### config.mk
export PLATFORM = sky130hd
export DESIGN_NAME = rotl_unit
export DESIGN_NICKNAME = d
export VERILOG_FILES = /design/src/rtl/rotl_pkg.sv /design/src/rtl/rotl_decode.sv /design/src/rtl/rotl_step.sv /design/src/rtl/rotl_flags.sv /design/src/rtl/rotl_unit.sv
export SDC_FILE = /design/constraint.sdc
export NUM_CORES = 1
export LEC_CHECK = 0
export ABC_AREA = 1
export CORE_ASPECT_RATIO = 1.2
export CORE_MARGIN = 10
export CORE_UTILIZATION = 25
export DETAILED_ROUTE_END_ITERATION = 10
export PLACE_DENSITY = 0.56
export SLEW_MARGIN = 40
export SYNTH_ARGS = -nofsm -noshare
export SYNTH_HDL_FRONTEND = slang
export SYNTH_SLANG_ARGS = --single-unit
### constraint.sdc
create_clock -name clk -period 2.6 [get_ports clk]
set_input_delay 0.39 -clock clk [delete_from_list [all_inputs] [get_ports clk]]
set_output_delay 0.39 -clock clk [all_outputs]
set_load 0.01 [all_outputs]
### src/rtl/rotl_pkg.sv
// Shared types for the rotate-left unit.
// Assumes a flags word ordered {X,N,Z,V,C} from bit 4 down to bit 0.
package rotl_pkg;

    typedef enum logic [1:0] {
        SZ_BYTE = 2'b00,
        SZ_WORD = 2'b01,
        SZ_LONG = 2'b10
    } size_e;

    typedef struct packed {
        logic x;
        logic n;
        logic z;
        logic v;
        logic c;
    } ccr_t;

endpackage

### src/rtl/rotl_decode.sv
// Opcode decoder: works out the operand size, the rotate count, the latency
// and the destination register number from one opcode word.
// Assumes the register count is already its low CNT_W bits (modulo 2**CNT_W).
module rotl_decode
    import rotl_pkg::*;
#(
    parameter int OPC_W       = 16,
    parameter int CNT_W       = 6,
    parameter int LAT_W       = 8,
    parameter int BASE_SHORT  = 6,
    parameter int BASE_LONG   = 8,
    parameter int CYC_PER_BIT = 2,
    parameter int IMM_LSB     = 9,
    parameter int IMM_W       = 3,
    parameter int SRC_BIT     = 5,
    parameter int SIZE_LSB    = 6,
    parameter int REG_W       = 3
) (
    input  logic [OPC_W-1:0] opcode,
    input  logic [CNT_W-1:0] reg_count,
    output size_e            size,
    output logic [CNT_W-1:0] count,
    output logic [LAT_W-1:0] latency,
    output logic [REG_W-1:0] dst
);

    localparam int IMM_ZERO_MEANS = 1 << IMM_W;

    logic [IMM_W-1:0] imm_field;
    logic [LAT_W-1:0] base_cycles;

    assign imm_field = opcode[IMM_LSB +: IMM_W];
    assign dst       = opcode[REG_W-1:0];

    // Pick the count from the register or the immediate field.
    always_comb begin
        if (opcode[SRC_BIT]) begin
            count = reg_count;
        end else if (imm_field == '0) begin
            count = CNT_W'(IMM_ZERO_MEANS);
        end else begin
            count = CNT_W'(imm_field);
        end
    end

    // Map the two size bits to a size; the unused code behaves as long.
    always_comb begin
        case (opcode[SIZE_LSB +: 2])
            2'b00:   size = SZ_BYTE;
            2'b01:   size = SZ_WORD;
            default: size = SZ_LONG;
        endcase
    end

    // Total busy cycles: set-up time plus a fixed cost per rotated bit.
    always_comb begin
        base_cycles = (size == SZ_LONG) ? LAT_W'(BASE_LONG) : LAT_W'(BASE_SHORT);
        latency     = base_cycles + LAT_W'(CYC_PER_BIT) * LAT_W'(count);
    end

endmodule

### src/rtl/rotl_step.sv
// One-position sized rotate-left. Only the lane selected by size moves;
// bits above the lane pass through. Assumes DATA_W is a multiple of 4.
module rotl_step
    import rotl_pkg::*;
#(
    parameter int DATA_W = 32
) (
    input  size_e             size,
    input  logic [DATA_W-1:0] d,
    output logic [DATA_W-1:0] q
);

    localparam int BYTE_W  = DATA_W / 4;
    localparam int N_LANES = 3;

    logic [DATA_W-1:0] lane_q [N_LANES];

    // Build one rotated candidate per lane width (byte, word, long).
    for (genvar i = 0; i < N_LANES; i++) begin : g_lane
        localparam int LW = BYTE_W << i;
        if (LW == DATA_W) begin : g_full
            assign lane_q[i] = {d[LW-2:0], d[LW-1]};
        end else begin : g_part
            assign lane_q[i] = {d[DATA_W-1:LW], d[LW-2:0], d[LW-1]};
        end
    end

    // Select the candidate that matches the operand size.
    always_comb begin
        case (size)
            SZ_BYTE: q = lane_q[0];
            SZ_WORD: q = lane_q[1];
            default: q = lane_q[2];
        endcase
    end

endmodule

### src/rtl/rotl_flags.sv
// Flag generator: derives N, Z and C from the sized portion of a result,
// clears V and passes X through. Assumes DATA_W is a multiple of 4.
module rotl_flags
    import rotl_pkg::*;
#(
    parameter int DATA_W = 32
) (
    input  size_e             size,
    input  logic [DATA_W-1:0] d,
    input  logic              x_in,
    input  logic              cnt_zero,
    output ccr_t              ccr
);

    localparam int BYTE_W = DATA_W / 4;
    localparam int WORD_W = DATA_W / 2;

    logic sized_msb;
    logic sized_zero;

    // Look only at the sized lane for sign and zero.
    always_comb begin
        case (size)
            SZ_BYTE: begin
                sized_msb  = d[BYTE_W-1];
                sized_zero = (d[BYTE_W-1:0] == '0);
            end
            SZ_WORD: begin
                sized_msb  = d[WORD_W-1];
                sized_zero = (d[WORD_W-1:0] == '0);
            end
            default: begin
                sized_msb  = d[DATA_W-1];
                sized_zero = (d == '0);
            end
        endcase
    end

    // Assemble the flags word.
    always_comb begin
        ccr.x = x_in;
        ccr.n = sized_msb;
        ccr.z = sized_zero;
        ccr.v = 1'b0;
        ccr.c = cnt_zero ? 1'b0 : d[0];
    end

endmodule

### src/rtl/rotl_unit.sv
// Rotate-left execution unit (top). Accepts a request when idle and counts
// down the instruction's latency. In the trailing 2*count cycles it rotates
// the working value one bit every CYC_PER_BIT cycles, and on the final cycle
// registers the result and flags and strobes done.
// Assumes requests during busy are to be dropped.
module rotl_unit
    import rotl_pkg::*;
#(
    parameter int DATA_W      = 32,
    parameter int OPC_W       = 16,
    parameter int CNT_W       = 6,
    parameter int BASE_SHORT  = 6,
    parameter int BASE_LONG   = 8,
    parameter int CYC_PER_BIT = 2,
    parameter int REG_W       = 3,
    parameter int CCR_W       = 5
) (
    input  logic              clk,
    input  logic              rst_n,
    input  logic              start,
    input  logic [OPC_W-1:0]  opcode,
    input  logic [DATA_W-1:0] operand,
    input  logic [DATA_W-1:0] count_reg,
    input  logic [CCR_W-1:0]  ccr_in,
    output logic              busy,
    output logic              done,
    output logic [DATA_W-1:0] result,
    output logic [CCR_W-1:0]  ccr_out,
    output logic [REG_W-1:0]  dst_reg
);

    localparam int MAX_LAT = BASE_LONG + CYC_PER_BIT * ((1 << CNT_W) - 1);
    localparam int LAT_W   = $clog2(MAX_LAT + 1);

    size_e             dec_size;
    logic [CNT_W-1:0]  dec_count;
    logic [LAT_W-1:0]  dec_lat;
    logic [REG_W-1:0]  dec_dst;

    size_e             size_q;
    logic [CNT_W-1:0]  cnt_q;
    logic [LAT_W-1:0]  cyc_left;
    logic [DATA_W-1:0] work_q;
    logic              x_q;
    logic [REG_W-1:0]  dst_q;

    logic              accept;
    logic              rot_now;
    logic [DATA_W-1:0] stepped;
    logic [DATA_W-1:0] final_val;
    ccr_t              flags_nx;

    rotl_decode #(
        .OPC_W       (OPC_W),
        .CNT_W       (CNT_W),
        .LAT_W       (LAT_W),
        .BASE_SHORT  (BASE_SHORT),
        .BASE_LONG   (BASE_LONG),
        .CYC_PER_BIT (CYC_PER_BIT),
        .REG_W       (REG_W)
    ) u_dec (
        .opcode    (opcode),
        .reg_count (count_reg[CNT_W-1:0]),
        .size      (dec_size),
        .count     (dec_count),
        .latency   (dec_lat),
        .dst       (dec_dst)
    );

    rotl_step #(
        .DATA_W (DATA_W)
    ) u_step (
        .size (size_q),
        .d    (work_q),
        .q    (stepped)
    );

    rotl_flags #(
        .DATA_W (DATA_W)
    ) u_flags (
        .size     (size_q),
        .d        (final_val),
        .x_in     (x_q),
        .cnt_zero (cnt_q == '0),
        .ccr      (flags_nx)
    );

    // A request is taken only when the unit is idle.
    assign accept = start && !busy;

    // Rotate on every CYC_PER_BIT-th cycle inside the trailing rotate window.
    always_comb begin
        rot_now = (cyc_left < LAT_W'(CYC_PER_BIT) * LAT_W'(cnt_q))
               && ((cyc_left % LAT_W'(CYC_PER_BIT)) == '0);
    end

    // Value that is committed if this is the last cycle.
    assign final_val = rot_now ? stepped : work_q;

    // Sequencer: load the request, count down, step the rotate, commit.
    always_ff @(posedge clk) begin
        if (!rst_n) begin
            busy     <= 1'b0;
            done     <= 1'b0;
            cyc_left <= '0;
            cnt_q    <= '0;
            size_q   <= SZ_BYTE;
            work_q   <= '0;
            x_q      <= 1'b0;
            dst_q    <= '0;
            result   <= '0;
            ccr_out  <= '0;
            dst_reg  <= '0;
        end else begin
            done <= 1'b0;
            if (accept) begin
                busy     <= 1'b1;
                work_q   <= operand;
                size_q   <= dec_size;
                cnt_q    <= dec_count;
                cyc_left <= dec_lat - LAT_W'(1);
                x_q      <= ccr_in[CCR_W-1];
                dst_q    <= dec_dst;
            end else if (busy) begin
                if (rot_now) begin
                    work_q <= stepped;
                end
                if (cyc_left == '0) begin
                    busy    <= 1'b0;
                    done    <= 1'b1;
                    result  <= final_val;
                    ccr_out <= flags_nx;
                    dst_reg <= dst_q;
                end else begin
                    cyc_left <= cyc_left - LAT_W'(1);
                end
            end
        end
    end

endmodule

Word-level counts from Yosys, hierarchy flattened --
Index checks and enable logic that the tools add are counted.
Word-level totals: word-level logic and storage cells 56, input bits 88, flip-flop bits (word level) 93, output and inout port bits 42
Cells by class: order comparisons 1, mux-type cells 18, $add $sub $neg 3, bitwise operators 3, reduce and logical (&&, ||, !) cells 16, eq/ne operators 4
Operators by type and width (number):
- 2-to-1 mux 32 bit | 3
- case mux 32 bit (2 select lines) | 1
- logical NOT 32 bit | 1
- logical NOT 8 bit | 3
- 2-to-1 mux 8 bit | 3
- logical NOT 16 bit | 1
- subtractor 8 x 1 -> 8 bit (second input constant) | 2
- adder 8 x 7 -> 8 bit | 1
- less-than comparator 8 x 7 -> 1 bit | 1
- 2-to-1 mux 4 bit | 2
- logical NOT 6 bit | 1
- 2-to-1 mux 6 bit | 1
- 2-to-1 mux 1 bit | 5
- == test 2 x 1 -> 1 bit (second input constant) | 2
- logical NOT 2 bit | 2
- case mux 1 bit (2 select lines) | 2
- case mux 2 bit (2 select lines) | 1
- logical NOT 3 bit | 1
- NOT 1 bit | 3
- AND reduction 3 bit | 1
- OR reduction 3 bit | 1
- == test 2 bit (second input constant) | 1
- logical AND 1 bit | 2
- != test 2 bit (second input constant) | 1
- other kinds (3) | 3

Longest topological paths before layout --
depth in word-level cells 7, gate-level depth with buffers 19, gate-level depth less buffers 18

By module --
Synthesis repeated with hierarchy kept, for this count alone.
Unflattened totals: cells, all modules 1013, area, all modules 6010.8 um2
By module, submodules not included:
- rotl_unit | cells an instance 830, area an instance 5074.9 um2, times used 1, sequential area each 1881.8 um2
- rotl_step | cells an instance 82, area an instance 407.9 um2, times used 1, sequential area each 0.0 um2
- rotl_decode | cells an instance 58, area an instance 336.6 um2, times used 1, sequential area each 0.0 um2
- rotl_flags | cells an instance 43, area an instance 191.4 um2, times used 1, sequential area each 0.0 um2

Least setup slack after synthesis --
OpenSTA, ideal clock, no wires.
kind input to register, start input opcode[5], end register cyc_left[6], stages on the path 13, data required time 2.468 ns, setup slack 0.233 ns, buffers on the path 1, arrival 2.234 ns, setup time 0.132 ns, path through clkbuf_1 -> nor2_1 -> inv_1 -> o21ai_0 -> ha_1 -> inv_1 -> ha_1 -> fa_1 -> nand3_1 -> nand2_1 -> xor2_1 -> o21ai_0 -> a21oi_1
On the way: longest elaborated chain between the ends 4
RTL lines:
- start, declared | line rotl_unit.sv:21 | input logic [OPC_W-1:0] opcode,
- 2-to-1 mux 6 bit | line rotl_decode.sv:37 | if (opcode[SRC_BIT]) begin
- adder 8 x 7 -> 8 bit | line rotl_decode.sv:58 | latency = base_cycles + LAT_W'(CYC_PER_BIT) * LAT_W'(count);
- subtractor 8 x 1 -> 8 bit | line rotl_unit.sv:121 | cyc_left <= dec_lat - LAT_W'(1);
- 2-to-1 mux 8 bit | line rotl_unit.sv:116 | if (accept) begin
- end signal, assigned | line rotl_unit.sv:121
- end signal, assigned | line rotl_unit.sv:135 | cyc_left <= cyc_left - LAT_W'(1);
- end, declared | line rotl_unit.sv:42 | logic [LAT_W-1:0] cyc_left;
No other way between the ends. A chain may end at the register's enable or synchronous reset.

Final worst setup path --
Ends and elaborated chain as after synthesis.

==> results.yml <==
layout:
  area_delta_synth_final_pct: 32.8
  drive_above_1_share_pct: 7.39
  fillers: 2196
  final_cell_mix: "nand2_1 (228), nor2_1 (99), dfxtp_1 (93), clkdlybuf4s50_1 (91), inv_1 (68)"
  top_regs: "result: 32 flops, work_q: 32 flops, cyc_left: 8 flops"
  design_area_um2: 6640
  final_cells: 1115
  layout_commonest_cell: "nand2_1"
  final_nets: 952
power:
  p_int_uw: 2860
  power.total_uw: 4380
  power_switching_uw: 1520
  p_leak_uw: 0.00286
  p_comb_share_pct: 30.9
  p_clk_share_pct: 31.2
  pwr-share-seq_pct: 37.9
  power_density_nw_per_um2: 660
  sw_frac_of_total_pct: 34.6
  vdd_drop_max_v: 0.000327
timing:
  worst_pin_slew_ns: 0.634
  setup_violations: 0
  rsz0062_at_grt: "no"
  slew_headroom_pct: 57.6
  fin_crit_ns: 2.36
  drv_slew: 0
  fin_crit_sh_pct: 90.8
  fin_worst_skew_ns: 0.00863
  fin_tns_setup_ns: 0
  setup_slack_ns: 0.239
  hold_violations: 0
  max_freq_mhz: 423
floorplanning:
  die_x_um: 149
  core_area_um2: 19600
  initial_utilization_pct: 25.5
  dieArea_um2: 26100
  ios: 130
  core.rowCount: 56
  dieHeight_um: 175
critical_path:
  critPathRequiredTime_ns: 2.81
  reg2reg_depth: 15
  crit_end: "cyc_left[6]"
  r2r_end: "ccr_out[2]"
  cp-end-kind: "flip-flop"
  worstPathArrival_ns: 2.57
  critPathLaunchType: "primary input"
  critical_path.max_fanout: 4
  r2r_slack_ns: 0.27
  reg2reg_from: "cnt_q[5]"
  cp-startpoint: "opcode[5]"
  worstSetupPathType: "in -> reg"
logic_synthesis:
  synth_simple_gate_area_share_pct: 30.1
  synth_seq_cells: 93
  netlist_area_um2: 5000
  synth_edf_count: 0
  syn_inst: 760
  synth_xor_area_share_pct: 0.525
  async_flop_share_pct: 0
  synth_top_family_by_area: "simple AND/OR/NAND/NOR gates"
  ys_warn_count: 0
  synth_fa_ha_area_share_pct: 4.15
  yosysSeqAreaShare_pct: 37.2
  synthMuxAreaShare_pct: 2.20
  ys_types: 39
  synth_compound_area_share_pct: 16.4
  syn_nets: 864
  synth.avg_cell_area_um2: 6.58
  ys.flop_type: "dfxtp_1"
clocking:
  cts.reportedPaths.clkPinSlew_ns: 0.07
  clkLatencyLatePin_ns: 0.35
  root_buffer: "clkbuf_16"
  cts_max_level: 3
  cts_tree: "yes"
  clkSinkCount: 93
  cts_max_path_buffers: 2
  numCtsBuffers: 9
global_routing:
  grt_max_degree: 50
  grt_remaining_overflow: 0
  antenna_found_initial: 1
  grt_pass1_wl_um: 25200
  grt_usage_pct: 11.9
  grt_pass1_vias: 4875
drt:
  initialDrtViolationCount: 272
  dr.pass1.iters: 5
  routed_via_density: 4.44
  wire_per_inst_um: 13.8
  wirelength_um: 15400
  detail-route-antenna-nets: 0
  num_vias: 4955
  remaining_drc_errors: 0
place:
  place_congestion: 0.806
  dpl_cell_area_um2: 6330
  dpl.hpwl_um: 11000
  dp_slack_ns: -0.154
  io_buffers: 91
  dp_cells: 1097
run_status:
  status: "complete, no violations"
run:
  drv_cap: 0
hold_path:
  holdCritPathClass: "reg -> reg"
## synth_stat cells, types with 2 or more instances
| library cell | count | area [um2] |
|---|---|---|
| buf_4 | 2 | 15.0 |
| o211ai_1 | 7 | 52.6 |
| or2_2 | 8 | 50.1 |
| a31oi_1 | 34 | 213 |
| nor2_1 | 100 | 375 |
| nand2_2 | 2 | 12.5 |
| o21ai_2 | 2 | 17.5 |
| xor2_1 | 2 | 17.5 |
| mux2i_1 | 11 | 110 |
| buf_6 | 2 | 22.5 |
| dfxtp_1 | 93 | 1860 |
| clkbuf_1 | 30 | 113 |
| buf_2 | 8 | 40.0 |
| o21ai_1 | 5 | 25.0 |
| nand3_1 | 32 | 160 |
| o31ai_1 | 2 | 15.0 |
| a21oi_1 | 22 | 110 |
| buf_1 | 2 | 7.51 |
| nor3_1 | 4 | 20.0 |
| inv_1 | 68 | 255 |
| clkinv_1 | 3 | 11.3 |
| a211oi_1 | 2 | 15.0 |
| nand2_1 | 228 | 856 |
| o21ai_0 | 62 | 310 |
| ha_1 | 15 | 188 |
## logic make-up after synthesis
kind of cell	Yosys count
flops	93
simple gates	378
buf+inv	116
fa+ha+maj	16
xor+xnor	3
mux	11
other cells	1
compound gates	142
## layout make-up
type | count | area [um2] | area share [%]
repair buffers | 121 | 1200 | 18.0
inverters | 72 | 270 | 4.07
clock buffers | 9 | 225 | 3.39
multi-input cells | 551 | 2680 | 40.4
diodes | 1 | 2.50 | 0.0377
well taps | 261 | 327 | 4.92
flip-flops and latches | 93 | 1860 | 28.0
clock inverters | 7 | 73.8 | 1.11
## critical path, stage by stage
cell and delay, ns:
clkdlybuf4s50_1 0.47, buf_4 0.13, mux2i_1 0.24, ha_1 0.18
inv_1 0.04, ha_1 0.20, fa_1 0.42, nand3_1 0.09
nand2_1 0.06, xor2_1 0.13, o21ai_0 0.14, a21oi_1 0.08
## metal layers
| metal | part of all wire, % | wire (um) | track usage (%) |
|---|---|---|---|
| met1 | 46 | 7090 | 14.5 |
| met2 | 47 | 7230 | 19.4 |
| met3 | 5.7 | 873 | 3.26 |
| met4 | 1.4 | 223 | 4.50 |
| met5 | 0 | 0 | 0 |
## metrics by stage
step	hold slack, ns	util, %
final	0.466	33.9
after detailed placement	0.462	32.3
after global routing	0.491	33.9
after floorplan	0.455	-
after global placement	0.453	32.3
after CTS	0.471	33.8
## power groups by stage
stage / Clock [uW] / Sequential (uW) / Combinational, uW
floorplan: 0 / 1690 / 857
global placement: 0 / 1690 / 1350
detailed placement: 0 / 1690 / 1360
CTS: 1410 / 1660 / 1370
global route: 1460 / 1680 / 1540
finish: 1370 / 1660 / 1350
## how the worst min path moves through the flow
stage,startpoint,slack (ns),endpoint,depth (start not counted)
floorplan,cnt_q[4],0.46,cnt_q[4],2
global placement,result[15],0.45,result[15],2
detailed placement,result[15],0.46,result[15],2
CTS,result[15],0.47,result[15],2
global route,result[15],0.49,result[15],2
finish,result[15],0.47,result[15],2
## what timing repair did
action | 4_1_cts | 5_1_grt
hold buffers | 0 | 0
resized for setup | 0 | 1
pin swaps | 1 | 0
setup buffers | 1 | 0
setup endpoints to repair | 1 | 1
Power figures use the tool's default switching activity.
